===== config.mk =====
export PLATFORM = sky130hd
export DESIGN_NAME = cvsd_encoder
export DESIGN_NICKNAME = d
export VERILOG_FILES = /design/src/rtl/cvsd_pkg.sv /design/src/rtl/cvsd_history.sv /design/src/rtl/cvsd_syllabic.sv /design/src/rtl/cvsd_integrator.sv /design/src/rtl/cvsd_encoder.sv
export SDC_FILE = /design/constraint.sdc
export NUM_CORES = 1
export LEC_CHECK = 0
export ABC_AREA = 1
export BUFFER_PORTS_ARGS = -buffer_cell sky130_fd_sc_hd__buf_2
export CAP_MARGIN = 25
export CORE_ASPECT_RATIO = 1.75
export CORE_MARGIN = 2
export CORE_UTILIZATION = 40
export CTS_CLUSTER_DIAMETER = 150
export CTS_CLUSTER_SIZE = 10
export DETAILED_ROUTE_END_ITERATION = 10
export PLACE_DENSITY = 0.58
export SETUP_SLACK_MARGIN = 0.5
export SLEW_MARGIN = 20
export SYNTH_ARGS = -nofsm -noshare
export SYNTH_HDL_FRONTEND = slang
export SYNTH_SLANG_ARGS = --single-unit

===== constraint.sdc =====
create_clock -name clk -period 5.79 [get_ports clk]
set_input_delay 0.8685 -clock clk [delete_from_list [all_inputs] [get_ports clk]]
set_output_delay 0.8685 -clock clk [all_outputs]
set_load 0.1 [all_outputs]

===== src/rtl/cvsd_pkg.sv =====
package cvsd_pkg;
  // Default sizing shared by the encoder and its parts
  localparam int unsigned CVSD_DW        = 16;   // sample / integrator width
  localparam int unsigned CVSD_HIST      = 3;    // run-length history depth
  localparam int unsigned CVSD_SW        = 16;   // syllabic accumulator width
  localparam int unsigned CVSD_SYL_SHIFT = 5;    // syllabic decay shift
  localparam int unsigned CVSD_LEAK      = 6;    // integrator leak shift
  localparam int unsigned CVSD_SYL_INC   = 512;  // charge per coincidence
  localparam int unsigned CVSD_STEP_MIN  = 64;   // step floor
  localparam int unsigned CVSD_STEP_MAX  = 4096; // step cap
endpackage


===== src/rtl/cvsd_history.sv =====
module cvsd_history #(
  parameter int unsigned HW = cvsd_pkg::CVSD_HIST
) (
  input  logic clk,
  input  logic rst,
  input  logic en,
  input  logic bit_in,
  output logic coinc
);
  logic [HW-1:0] hist_q;
  logic [HW-1:0] hist_n;

  generate
    if (HW > 1) begin : g_shift
      assign hist_n = {hist_q[HW-2:0], bit_in};
    end else begin : g_single
      assign hist_n = bit_in;
    end
  endgenerate

  // run of identical bits including the present one
  assign coinc = (&hist_n) | (~|hist_n);

  always_ff @(posedge clk) begin
    if (rst)     hist_q <= '0;
    else if (en) hist_q <= hist_n;
  end
endmodule


===== src/rtl/cvsd_syllabic.sv =====
module cvsd_syllabic #(
  parameter int unsigned SW       = cvsd_pkg::CVSD_SW,
  parameter int unsigned DW       = cvsd_pkg::CVSD_DW,
  parameter int unsigned SHIFT    = cvsd_pkg::CVSD_SYL_SHIFT,
  parameter int unsigned INC      = cvsd_pkg::CVSD_SYL_INC,
  parameter int unsigned STEP_MIN = cvsd_pkg::CVSD_STEP_MIN,
  parameter int unsigned STEP_MAX = cvsd_pkg::CVSD_STEP_MAX
) (
  input  logic          clk,
  input  logic          rst,
  input  logic          en,
  input  logic          coinc,
  output logic [DW-1:0] step
);
  localparam int unsigned TW = SW + 1;

  logic [SW-1:0] syl_q;
  logic [SW-1:0] syl_n;
  logic [TW-1:0] floor_sum;
  logic [TW-1:0] capped;

  assign syl_n     = syl_q - (syl_q >> SHIFT) + (coinc ? SW'(INC) : '0);
  assign floor_sum = {1'b0, syl_q} + TW'(STEP_MIN);
  assign capped    = (floor_sum > TW'(STEP_MAX)) ? TW'(STEP_MAX) : floor_sum;
  assign step      = DW'(capped);

  always_ff @(posedge clk) begin
    if (rst)     syl_q <= '0;
    else if (en) syl_q <= syl_n;
  end
endmodule


===== src/rtl/cvsd_integrator.sv =====
module cvsd_integrator #(
  parameter int unsigned DW   = cvsd_pkg::CVSD_DW,
  parameter int unsigned LEAK = cvsd_pkg::CVSD_LEAK
) (
  input  logic                 clk,
  input  logic                 rst,
  input  logic                 en,
  input  logic                 up,
  input  logic [DW-1:0]        step,
  output logic signed [DW-1:0] x
);
  localparam int unsigned EW = DW + 2;
  localparam logic signed [EW-1:0] POS_LIM = EW'((64'sd1 <<< (DW-1)) - 64'sd1);
  localparam logic signed [EW-1:0] NEG_LIM = -POS_LIM - EW'(1);

  logic signed [EW-1:0] x_ext;
  logic signed [EW-1:0] leaked;
  logic signed [EW-1:0] step_ext;
  logic signed [EW-1:0] sum;
  logic signed [DW-1:0] x_n;

  always_comb begin
    x_ext    = {{2{x[DW-1]}}, x};
    leaked   = x_ext - (x_ext >>> LEAK);
    step_ext = {2'b00, step};
    sum      = up ? (leaked + step_ext) : (leaked - step_ext);
    if (sum > POS_LIM)      x_n = POS_LIM[DW-1:0];
    else if (sum < NEG_LIM) x_n = NEG_LIM[DW-1:0];
    else                    x_n = sum[DW-1:0];
  end

  always_ff @(posedge clk) begin
    if (rst)     x <= '0;
    else if (en) x <= x_n;
  end
endmodule


===== src/rtl/cvsd_encoder.sv =====
module cvsd_encoder #(
  parameter int unsigned DW        = cvsd_pkg::CVSD_DW,
  parameter int unsigned HW        = cvsd_pkg::CVSD_HIST,
  parameter int unsigned SW        = cvsd_pkg::CVSD_SW,
  parameter int unsigned SYL_SHIFT = cvsd_pkg::CVSD_SYL_SHIFT,
  parameter int unsigned LEAK      = cvsd_pkg::CVSD_LEAK,
  parameter int unsigned SYL_INC   = cvsd_pkg::CVSD_SYL_INC,
  parameter int unsigned STEP_MIN  = cvsd_pkg::CVSD_STEP_MIN,
  parameter int unsigned STEP_MAX  = cvsd_pkg::CVSD_STEP_MAX
) (
  input  logic          clk,
  input  logic          rst,
  input  logic          smp_valid,
  input  logic [DW-1:0] smp_data,
  output logic          bit_valid,
  output logic          bit_out,
  output logic [DW-1:0] recon
);
  logic                 dec;
  logic                 coinc;
  logic [DW-1:0]        step;
  logic signed [DW-1:0] integ;

  // comparator: strict greater-than, tie gives 0
  assign dec = $signed(smp_data) > integ;

  cvsd_history #(.HW(HW)) u_hist (
    .clk(clk), .rst(rst), .en(smp_valid), .bit_in(dec), .coinc(coinc)
  );

  cvsd_syllabic #(
    .SW(SW), .DW(DW), .SHIFT(SYL_SHIFT), .INC(SYL_INC),
    .STEP_MIN(STEP_MIN), .STEP_MAX(STEP_MAX)
  ) u_syl (
    .clk(clk), .rst(rst), .en(smp_valid), .coinc(coinc), .step(step)
  );

  cvsd_integrator #(.DW(DW), .LEAK(LEAK)) u_integ (
    .clk(clk), .rst(rst), .en(smp_valid), .up(dec), .step(step), .x(integ)
  );

  assign recon = integ;

  always_ff @(posedge clk) begin
    if (rst) begin
      bit_valid <= 1'b0;
      bit_out   <= 1'b0;
    end else begin
      bit_valid <= smp_valid;
      if (smp_valid) bit_out <= dec;
    end
  end
endmodule


==> summary.md <==
| Metric | Value |
|---|---|
| Status | finished, violations left |
| Failing checks | design-rule violations |
| First-pass GRT wire length | 20000 µm |
| Number of global-route vias before repair | 4509 |
| FF-to-FF setup slack | 0.96 ns |
| TNS Setup | 0 ns |
| P&R area growth vs syn | 10.7% |
| Area of the core | 0.0115 mm² |
| DRT Pass-1 Iters | 7 |
| Final #Nets | 831 |
| Area of the multi-input gates | 0.00350 mm² |
| CP endpoint kind | flip-flop |
| CTS tree | built |
| Half-perimeter wire length after placement | 9950 µm |
| Worst EP required | 5.96 ns |
| Minimum clock period | 4.96 ns |
| Critical Path AT | 5.13 ns |
| Via count | 4497 |
| Filler instances | 1250 |
| Largest fanout on the critical path | 13 |
| Top-area cell type share of the netlist area | 21.1% |
| Fraction of layout instances using a drive strength above 1 | 13.0% |
| RR Endpoint | u_integ.x[6]$_SDFFE_PP0P_ |
| Post-Synthesis Cells | 693 |
| Top-count cell post-synth | nand2_1 |
| Cell variety after synth | 38 |
| Commonest cells in the synthesized netlist | nand2_1 (122), inv_1 (112), ha_1 (79) |
| Drt wl/cell | 14.0 µm |
| Setup crit start | smp_data[15] |
| # rows | 52 |
| Drt first-iter violations | 132 |
| Dominant synthesized flop cell | dfxtp_1 |
| Root Driver | clkbuf_16 |
| Hold path start | u_syl.syl_q[1]$_SDFFE_PP0P_ |
| Htree depth | 2 |
| Final hold vios | 0 |
| I/O pin cnt | 37 |
| Register area | 703 µm² |
| Simple-Gate Fraction of Synth Area | 22.6% |
| Die span in y | 147 µm |
| Syn Area/Cell | 6.75 µm² |
| Routability cong. | 0.845 |
| PortBufs | 36 |
| Ys Warns | 0 |
| Pin count of the biggest net entering global routing | 31 |
| Cts-stage hold buffer count | 0 |
| Unrepaired setup endpoints after global routing | false |
| Total wire length | 12100 µm |
| Worst-Margin Slew | 0.852 ns |
| CTS sink cnt | 35 |
| Synth top area cells | ha_1 (21%), dfxtp_1 (15%), nand2_1 (9.8%) |
| Critical path launch point type | input port |
| Largest family of logic cells by synthesized area | adder cells |
| WS Path Type | input port to flip-flop |
| Initial Util | 40.6% |
| Worst R2R Path Depth | 27 |
| Slew Limit Fails | 0 |
| Initial antenna violation count | 0 |
| Routed Antenna Nets | 0 |
| Tcrit/Tclk final | 85.6% |
| Via density per instance | 5.20 |
| Reg2reg start | u_integ.x[15]$_SDFFE_PP0P_ |
| Hold crit path type | flip-flop to flip-flop |
| Relative slew slack | 43.2% |
| Total CTS buffers | 5 |
| Highest Clock Rate | 0.202 GHz |
| Clock transition at the registers of the reported paths | 0.06 ns |
| Post-synth top area cell | ha_1 |
| Die Width | 85.7 µm |
| Synth Register Bits | 35 |
| Mapped cell area | 0.00468 mm² |
| Mux cell area share after synthesis | 0% |
| Clk buf depth | 2 |
| Total GRT Usage | 19.4% |
| Number of flops mapped to enable cells by yosys | 0 |
| Async SR Flop Fraction | 0% |
| Adder-Cell Fraction of Synth Area | 22.9% |
| Critical path endpoint | u_integ.x[6]$_SDFFE_PP0P_ |
| ANT cells | 0 |
| GRT Residual Overflow | 0 |
| Worst skew pair latency | 0.29 ns |
| DRC | 7 |
| Final setup fails | 0 |
| Die ar. | 0.0126 mm² |
| Compound-cell area share of the yosys netlist | 19.6% |
| Syn Nets | 795 |
| Max Cap Viol | 0 |
| Seq/Total Area, Yosys | 15.0% |
| Post-Synth XOR/XNOR Area | 9.15% |
| Clock Skew | 0.00617 ns |
## kinds of logic (layout without fill, tap and decap cells)
| group | count (synthesis) | count (layout) |
|---|---|---|
| and+or+nand+nor | 236 | 236 |
| AOI/OAI and AO/OA | 161 | 161 |
| buffers and inverters | 130 | 167 |
| adders and majority gates | 83 | 83 |
| xor gates and xnor gates | 48 | 48 |
| DFF | 35 | 35 |
## critical path: stages
cell	delay [ns]
buf_2	0.10
ha_1	0.34
nand2_1	0.11
nor4_2	0.35
nand2_1	0.14
nand3_1	0.09
nand2_1	0.09
nor2_4	0.22
clkinvlp_4	0.21
o21a_1	0.25
a21oi_2	0.16
xnor2_1	0.14
inv_1	0.06
ha_1	0.33
a21oi_1	0.17
a21boi_0	0.19
nand2_1	0.10
a31oi_2	0.21
o21bai_1	0.14
nand2_1	0.09
nand2_1	0.05
nand2_1	0.08
nand3b_1	0.10
nand3_2	0.15
nand2_1	0.11
inv_4	0.20
a21oi_1	0.09
## sequential cells by signal (all words and copies together), names as in the netlist
name and cells:
u_integ.x 16, u_syl.syl_q 16, u_hist.hist_q 2, bit_valid 1
## metal layers
layer | wire length (µm) | GRT usage, % | part of all wire [%]
met5 | 0 | 0 | 0
met4 | 495 | 9.29 | 4.1
met3 | 256 | 1.57 | 2.1
met2 | 6880 | 39.2 | 57
met1 | 4510 | 18.8 | 37
## per-stage QoR
| step | hold WS [ns] | setup slack, ns | util (%) | instances | cell area (µm²) |
|---|---|---|---|---|---|
| CTS | 0.523 | 0.715 | 44.2 | 859 | 5090 |
| finish | 0.527 | 0.833 | 45.0 | 865 | 5180 |
| global placement | 0.503 | 0.547 | 43.0 | 851 | 4960 |
| floorplan | 0.472 | 0.904 | - | 693 | 4680 |
| detailed placement | 0.514 | 0.430 | 43.0 | 851 | 4960 |
| global route | 0.548 | 0.453 | 45.0 | 865 | 5180 |
## timing repair
| item | in CTS | in global routing |
|---|---|---|
| setup endpoints to repair | 0 | 15 |
| resized for setup | 0 | 11 |
| setup buffers | 0 | 6 |
## worst min path at each step
stage	depth (start not counted)	end	slack, ns
CTS	2	u_syl.syl_q[1]$_SDFFE_PP0P_	0.52
global placement	2	u_syl.syl_q[1]$_SDFFE_PP0P_	0.50
floorplan	2	u_syl.syl_q[1]$_SDFFE_PP0P_	0.47
finish	2	u_syl.syl_q[1]$_SDFFE_PP0P_	0.53
global route	2	u_syl.syl_q[1]$_SDFFE_PP0P_	0.55
detailed placement	2	u_syl.syl_q[1]$_SDFFE_PP0P_	0.51
## cell type report
cell class	count	share of cell area (%)
Clock buffer	7	2.56
Clock inverter	1	0.0967
Inverter	117	8.63
Multi-Input combinational cell	528	67.5
Sequential cell	35	13.6
Tap cell	135	3.26
Timing Repair Buffer	42	4.35
## cells in the final DEF, fill, tap and decap left out, drive strengths merged, types with 3 or more instances in the layout
cell	n
a21boi	4
a21oi	84
a31oi	8
buf	42
clkbuf	7
dfxtp	35
fa	4
ha	79
inv	115
nand2	128
nand3	40
nand3b	3
nand4	4
nor2	53
nor3	5
o211ai	3
o21ai	52
xnor2	11
xor2	37
Power is not shown: default switching activity piles up to over one toggle a cycle in this logic, so the estimate is an artifact.
